--- config.mk ---
export PLATFORM = sky130hd
export DESIGN_NAME = adc_frame_sequencer
export DESIGN_NICKNAME = d
export VERILOG_FILES = /design/src/rtl/seq_pkg.sv /design/src/rtl/seq_regs.sv /design/src/rtl/seq_alt_latch.sv /design/src/rtl/seq_frame_ctrl.sv /design/src/rtl/adc_frame_sequencer.sv
export SDC_FILE = /design/constraint.sdc
export NUM_CORES = 1
export LEC_CHECK = 0
export BUFFER_PORTS_ARGS = -buffer_cell sky130_fd_sc_hd__buf_4
export CORE_MARGIN = 1
export CORE_UTILIZATION = 60
export CTS_CLUSTER_SIZE = 8
export DETAILED_ROUTE_END_ITERATION = 7
export GPL_TIMING_DRIVEN = 1
export PLACE_DENSITY_LB_ADDON = 0.15
export SKIP_CTS_REPAIR_TIMING = 1
export SYNTH_ARGS = -nofsm -noshare
export SYNTH_HDL_FRONTEND = slang
export SYNTH_HIERARCHICAL = 1
export SYNTH_SLANG_ARGS = --single-unit
--- constraint.sdc ---
create_clock -name clk -period 7.5 [get_ports clk]
set_input_delay 0.375 -clock clk [delete_from_list [all_inputs] [get_ports clk]]
set_output_delay 0.375 -clock clk [all_outputs]
set_load 0.02 [all_outputs]
--- src/rtl/seq_pkg.sv ---
package seq_pkg;
  localparam int MAX_SLOTS  = 10;
  localparam int SEL_W      = 4;
  localparam int IDX_W      = $clog2(MAX_SLOTS);
  localparam int ADDR_W     = 5;
  localparam int CTRL_W     = 7;
  localparam int ALT_BASE   = 16;
  localparam int CTRL_ADDR  = 31;
  localparam logic [SEL_W-1:0] BATT_CODE = 4'hB;
  localparam logic [SEL_W-1:0] IDLE_CODE = 4'hF;

  typedef struct packed {
    logic             chop_en;
    logic             batt_en;
    logic             alt_req;
    logic [IDX_W-1:0] len;
  } ctrl_t;
endpackage

--- src/rtl/seq_regs.sv ---
module seq_regs
  import seq_pkg::*;
(
  input  logic                              clk,
  input  logic                              rst_n,
  input  logic                              wr_en,
  input  logic [ADDR_W-1:0]                 wr_addr,
  input  logic [CTRL_W-1:0]                 wr_data,
  output logic [MAX_SLOTS-1:0][SEL_W-1:0]   norm_tab,
  output logic [MAX_SLOTS-1:0][SEL_W-1:0]   alt_tab,
  output ctrl_t                             ctrl
);
  logic  ctrl_we;
  ctrl_t ctrl_d;

  for (genvar i = 0; i < MAX_SLOTS; i++) begin : g_slot
    logic norm_we, alt_we;
    assign norm_we = wr_en && (wr_addr == ADDR_W'(i));
    assign alt_we  = wr_en && (wr_addr == ADDR_W'(ALT_BASE + i));

    always_ff @(posedge clk or negedge rst_n) begin
      if (!rst_n)       norm_tab[i] <= '0;
      else if (norm_we) norm_tab[i] <= wr_data[SEL_W-1:0];
    end

    always_ff @(posedge clk or negedge rst_n) begin
      if (!rst_n)      alt_tab[i] <= '0;
      else if (alt_we) alt_tab[i] <= wr_data[SEL_W-1:0];
    end
  end

  assign ctrl_we = wr_en && (wr_addr == ADDR_W'(CTRL_ADDR));
  assign ctrl_d  = ctrl_t'(wr_data);

  always_ff @(posedge clk or negedge rst_n) begin
    if (!rst_n)       ctrl <= '0;
    else if (ctrl_we) ctrl <= ctrl_d;
  end
endmodule

--- src/rtl/seq_alt_latch.sv ---
module seq_alt_latch (
  input  logic clk,
  input  logic rst_n,
  input  logic req_bit,
  input  logic frame_end,
  output logic pend
);
  logic req_d, edge_seen, pend_d;

  assign edge_seen = req_bit && !req_d;

  always_comb begin
    pend_d = pend;
    if (frame_end) pend_d = 1'b0;
    if (edge_seen) pend_d = 1'b1;
  end

  always_ff @(posedge clk or negedge rst_n) begin
    if (!rst_n) begin
      req_d <= 1'b0;
      pend  <= 1'b0;
    end else begin
      req_d <= req_bit;
      pend  <= pend_d;
    end
  end

  // an edge is captured even if the bit falls on the next cycle
  p_capture_r5: assert property (@(posedge clk) disable iff (!rst_n)
    edge_seen |=> pend);
  // the flag stays set until a frame boundary consumes it
  p_sticky_r5: assert property (@(posedge clk) disable iff (!rst_n)
    (pend && !frame_end) |=> pend);
endmodule

--- src/rtl/seq_frame_ctrl.sv ---
module seq_frame_ctrl
  import seq_pkg::*;
#(
  parameter int SLOT_TICKS = 4
) (
  input  logic             clk,
  input  logic             rst_n,
  input  logic             tick_en,
  input  logic [IDX_W-1:0] len,
  input  logic             pend,
  input  logic             chop_en,
  output logic [IDX_W-1:0] slot_q,
  output logic             alt_q,
  output logic             chop_q,
  output logic             conv_start,
  output logic             ce_launch,
  output logic             frame_end
);
  localparam int TICK_W = (SLOT_TICKS > 1) ? $clog2(SLOT_TICKS) : 1;
  localparam logic [TICK_W-1:0] TICK_LAST = TICK_W'(SLOT_TICKS - 1);
  localparam logic [IDX_W-1:0]  SLOT_MAX  = IDX_W'(MAX_SLOTS - 1);

  logic [TICK_W-1:0] tick_q, tick_d;
  logic [IDX_W-1:0]  slot_d, last_slot;
  logic              alt_d, chop_d, slot_end;

  assign last_slot  = (len > SLOT_MAX) ? SLOT_MAX : len;
  assign slot_end   = tick_en && (tick_q == TICK_LAST);
  assign frame_end  = slot_end && (slot_q >= last_slot);
  assign conv_start = tick_en && (tick_q == '0);
  assign ce_launch  = frame_end;

  always_comb begin
    tick_d = tick_q;
    slot_d = slot_q;
    alt_d  = alt_q;
    if (tick_en) begin
      if (slot_end) begin
        tick_d = '0;
        if (frame_end) begin
          slot_d = '0;
          alt_d  = pend;
        end else begin
          slot_d = slot_q + 1'b1;
        end
      end else begin
        tick_d = tick_q + 1'b1;
      end
    end
  end

  always_comb begin
    if (!chop_en)       chop_d = 1'b0;
    else if (frame_end) chop_d = !chop_q;
    else                chop_d = chop_q;
  end

  always_ff @(posedge clk or negedge rst_n) begin
    if (!rst_n) begin
      tick_q <= '0;
      slot_q <= '0;
      alt_q  <= 1'b0;
      chop_q <= 1'b0;
    end else begin
      tick_q <= tick_d;
      slot_q <= slot_d;
      alt_q  <= alt_d;
      chop_q <= chop_d;
    end
  end

  // a frame boundary returns to slot 0
  p_wrap_r3: assert property (@(posedge clk) disable iff (!rst_n)
    frame_end |=> (slot_q == '0));
  // inside a frame the slot index steps by one
  p_step_r3: assert property (@(posedge clk) disable iff (!rst_n)
    (slot_end && !frame_end) |=> (slot_q == $past(slot_q) + 1'b1));
  // without a pending request the next frame is normal
  p_one_alt_r4: assert property (@(posedge clk) disable iff (!rst_n)
    (frame_end && !pend) |=> !alt_q);
  // chop held low while disabled
  p_chop_low_r8: assert property (@(posedge clk) disable iff (!rst_n)
    !chop_en |=> !chop_q);
  // chop flips at each frame end while enabled
  p_chop_flip_r8: assert property (@(posedge clk) disable iff (!rst_n)
    (chop_en && frame_end) |=> (chop_q != $past(chop_q)));

  if (SLOT_TICKS > 1) begin : g_gap
    // the start strobe never repeats on back-to-back ticks
    p_conv_gap_r6: assert property (@(posedge clk) disable iff (!rst_n)
      conv_start |=> !conv_start);
  end
endmodule

--- src/rtl/adc_frame_sequencer.sv ---
module adc_frame_sequencer
  import seq_pkg::*;
#(
  parameter int SLOT_TICKS = 4
) (
  input  logic              clk,
  input  logic              rst_n,
  input  logic              tick_en,
  input  logic              wr_en,
  input  logic [ADDR_W-1:0] wr_addr,
  input  logic [CTRL_W-1:0] wr_data,
  output logic [SEL_W-1:0]  chan_sel,
  output logic              chan_off,
  output logic [IDX_W-1:0]  slot_idx,
  output logic              alt_frame,
  output logic              conv_start,
  output logic              ce_launch,
  output logic              chop
);
  logic rst_meta, rst_s;

  always_ff @(posedge clk or negedge rst_n) begin
    if (!rst_n) begin
      rst_meta <= 1'b0;
      rst_s    <= 1'b0;
    end else begin
      rst_meta <= 1'b1;
      rst_s    <= rst_meta;
    end
  end

  logic [MAX_SLOTS-1:0][SEL_W-1:0] norm_tab, alt_tab;
  ctrl_t                           ctrl;
  logic                            pend, frame_end, alt_q;
  logic [IDX_W-1:0]                slot_q;
  logic [SEL_W-1:0]                raw_sel;

  seq_regs u_regs (
    .clk      (clk),
    .rst_n    (rst_s),
    .wr_en    (wr_en),
    .wr_addr  (wr_addr),
    .wr_data  (wr_data),
    .norm_tab (norm_tab),
    .alt_tab  (alt_tab),
    .ctrl     (ctrl)
  );

  seq_alt_latch u_latch (
    .clk       (clk),
    .rst_n     (rst_s),
    .req_bit   (ctrl.alt_req),
    .frame_end (frame_end),
    .pend      (pend)
  );

  seq_frame_ctrl #(.SLOT_TICKS(SLOT_TICKS)) u_frame (
    .clk        (clk),
    .rst_n      (rst_s),
    .tick_en    (tick_en),
    .len        (ctrl.len),
    .pend       (pend),
    .chop_en    (ctrl.chop_en),
    .slot_q     (slot_q),
    .alt_q      (alt_q),
    .chop_q     (chop),
    .conv_start (conv_start),
    .ce_launch  (ce_launch),
    .frame_end  (frame_end)
  );

  assign raw_sel   = alt_q ? alt_tab[slot_q] : norm_tab[slot_q];
  assign chan_off  = (raw_sel == BATT_CODE) && !ctrl.batt_en;
  assign chan_sel  = chan_off ? IDLE_CODE : raw_sel;
  assign slot_idx  = slot_q;
  assign alt_frame = alt_q;

  // the battery code never reaches the converter while disabled
  p_batt_gate_r9: assert property (@(posedge clk) disable iff (!rst_s)
    !ctrl.batt_en |-> (chan_sel != BATT_CODE));
endmodule

==> flow_metrics.py <==
metrics = {
    "layout": {
        "area_growth_pct": 9.399,
        "postLayoutCellArea_mm2": 0.005286,
        "fillers": 583,
        "drive_gt1_share_pct": 38.50,
        "antenna_cells": 0,
        "layout.nets": 405,
    },
    "global_route": {
        "antenna_found_initial": 0,
        "first_global_vias": 2995,
        "overflow": 0,
        "grt_pass1_wl_um": 16370,
        "grt_max_degree": 63,
        "grt_usage_pct": 26.08,
    },
    "power": {
        "total_power_w": 0.001578,
        "clkPwrFrac_pct": 20.4,
        "power.net_switching_w": 0.0005422,
        "max-vdd-ir-drop_mv": 0.1542,
        "intPower_w": 0.001036,
        "swShare_pct": 34.36,
        "p_per_area_mw_per_mm2": 298.5,
        "seqPwrFrac_pct": 46.6,
        "power_leakage_nw": 2.405,
        "power_frac_comb_pct": 33.0,
    },
    "route": {
        "wl_per_cell_um": 20.32,
        "routed_wl_um": 9936,
        "final_antenna_net_count": 0,
        "drc": 0,
        "via_per_inst": 6.012,
        "dr_total_vias": 2940,
        "first_pass_iters": 4,
        "drt_iter0_drc": 155,
    },
    "yosys": {
        "syn_nets": 379,
        "synth_fa_ha_area_share_pct": 1.813,
        "synth_area_leaders": "dfrtp_1 (51%), mux2_2 (20%), mux4_1 (5.4%), mux2i_1 (4.1%), nand2_1 (2.3%)",
        "async_flop_share_pct": 100.0,
        "synth_xor_area_share_pct": 0,
        "synth_cells": 356,
        "avgSynthCellArea_um2": 13.57,
        "netlist.area_leader.share_pct": 51.27,
        "ys_seq_area_share_pct": 51.27,
        "synth_top_family_by_area": "multiplexers",
        "yosys.area_share.simple_pct": 8.985,
        "yosysTopAreaCell": "dfrtp_1",
        "synthTopCellsByCount": "dfrtp_1 (99), mux2_2 (84), nand2_1 (29)",
        "yosysUniqueCellTypes": 48,
        "ys_ff_latch": 99,
        "syn_area_mm2": 0.004832,
        "synthesis.yosys.warnings": 6,
        "synth_flop_cell": "dfrtp_1",
        "synth_edf_count": 0,
        "synth.area.mux_share_pct": 31.33,
        "synth_compound_area_share_pct": 4.039,
        "synth.most_common_cell": "dfrtp_1",
    },
    "sta": {
        "layout_min_cycle_time_ns": 3.209,
        "setup_violations": 0,
        "period_share_pct": 42.78,
        "timing.final.max_slew_violations": 0,
        "tightest_slew_ns": 0.9014,
        "maxSlewHeadroom_pct": 39.91,
        "clock_skew_ns": 0.009799,
        "setup_slack_ns": 4.292,
        "rsz0062_at_grt": "false",
        "fmax_mhz": 311.7,
        "hold_slack_ns": 0.2371,
        "final.setup.tns_ns": 0,
        "hold_viol_final": 0,
    },
    "floorplan": {
        "num_rows": 32,
        "die_area_mm2": 0.008416,
        "io_pins": 29,
        "die-width_um": 91.74,
        "core_mm2": 0.007767,
        "die_h_um": 91.74,
        "initial_core_util_pct": 62.21,
    },
    "place": {
        "placed_cell_area_mm2": 0.005091,
        "place_congestion": 0.8515,
        "io_buffer_count": 28,
        "post-place-ws_ns": 4.767,
        "hpwl_um": 6968,
    },
    "outcome": {
        "run_status": "completed",
    },
    "setup_path": {
        "reg2reg_depth": 6,
        "crit_fanout": 22,
        "worstPathArrival_ns": 2.83,
        "rr_startpoint": "u_frame/slot_q[0]",
        "r2r_slack_ns": 5.11,
        "cp.required_ns": 7.12,
        "timing.rr.end": "u_frame/alt_q",
        "worstSetupStartpointType": "register",
        "crit_path_end_kind": "output port",
        "crit_type": "reg -> out",
    },
    "clock_tree": {
        "clk_root_buffer_cell": "clkbuf_8",
        "cts_buffers": 9,
        "clkSlewWorstSetupHoldPaths_ns": 0.10,
        "cts_tree": "done",
        "clk_latency_ns": 0.37,
        "numClockSinks": 99,
        "cts_buffer_depth": 2,
        "cts_htree_levels": 3,
    },
    "worst_hold_path": {
        "min_path_cells": 2,
        "min_path_type": "in -> reg",
        "worstHoldEndpoint": "u_regs/ctrl[5]",
        "worstHoldStart": "wr_data[5]",
    },
    "job": {
        "cap_violations": 0,
    },
}
-- final cells by class --
class | instances | area, um2 | area share, %
inverters | 6 | 22.52 | 0.4260
clock buffers | 9 | 123.9 | 2.343
multi-input cells | 235 | 2235 | 42.27
flip-flops and latches | 99 | 2481 | 46.93
well taps | 102 | 127.6 | 2.414
clock inverters | 7 | 61.31 | 1.160
repair buffers | 31 | 235.2 | 4.450
-- state kept, by name (all words and copies together) (netlist names) --
signal,cells
rst_meta,1
u_regs/norm_tab,40
u_regs/ctrl,7
u_latch/req_d,1
u_frame/alt_q,1
u_frame/slot_q,4
u_frame/chop_q,1
u_regs/alt_tab,40
rst_s,1
u_latch/pend,1
u_frame/tick_q,2
-- worst max path at each step --
stage                                  from             to  slack (ns)  cells after the start
after floorplan                       rst_s  u_frame/alt_q        4.54                      0
after global placement    u_frame/slot_q[0]    chan_sel[2]        4.84                      6
after detailed placement  u_frame/slot_q[0]    chan_sel[2]        4.77                      6
after CTS                 u_frame/slot_q[0]    chan_sel[2]        4.28                      6
after global routing      u_frame/slot_q[0]    chan_sel[2]        4.11                      6
final                     u_frame/slot_q[0]    chan_sel[2]        4.29                      6
-- cell usage in the layout (no fill, tap or decap), drive strengths merged, types with 2 or more instances in the layout --
cell type,instances
a22oi,4
mux4,12
or2,3
and2b,4
ha,7
nor3,3
buf,30
mux2i,20
and4bb,3
nor2b,3
nand2b,5
a21oi,6
nor2,8
clkinvlp,2
o21ai,9
and2,4
nor3b,2
nand3,6
dfrtp,99
o22ai,2
clkbuf,9
clkinv,2
nand2,29
o21a,2
nand4b,2
inv,9
mux2,88
-- critical path, stage by stage (launching register included) --
cell and delay (ns):
dfrtp_1 0.94, mux4_1 0.63, and2_0 0.16, a31oi_1 0.24, a32o_1 0.22, o21bai_1 0.10
buf_4 0.16
-- cells by family (layout without fill, tap and decap cells) --
logic type | Yosys count | count (layout)
other | 1 | 1
AND/OR/NAND/NOR | 77 | 77
AO/OA/AOI/OAI | 30 | 30
buffers and inverters | 22 | 53
adder cells (fa/ha/maj) | 7 | 7
multiplexers | 120 | 120
flip-flops | 99 | 99
-- power groups by stage --
stage | clock (W) | combinational (W) | sequential (W)
4_1_cts | 0.000330 | 0.000520 | 0.000735
3_5_place_dp | 0 | 0.000516 | 0.000746
6_report | 0.000322 | 0.000521 | 0.000735
2_1_floorplan | 0 | 0.000396 | 0.000712
5_1_grt | 0.000352 | 0.000565 | 0.000751
3_3_place_gp | 0 | 0.000501 | 0.000740
-- metal layers --
layer	global-route usage, %	wire, um	vias to the layer above
met5	0	0	-
met4	7.552	116	0
met3	5.141	329	12
met2	40.16	4673	52
met1	37.99	4816	1521
li1	-	-	1355
-- stage by stage --
stage,std cells,util [%]
5_1_grt,489,68.06
6_report,489,68.06
4_1_cts,488,67.93
2_1_floorplan,356,-
3_3_place_gp,472,65.54
3_5_place_dp,472,65.54
(Power assumes the default switching activity.)
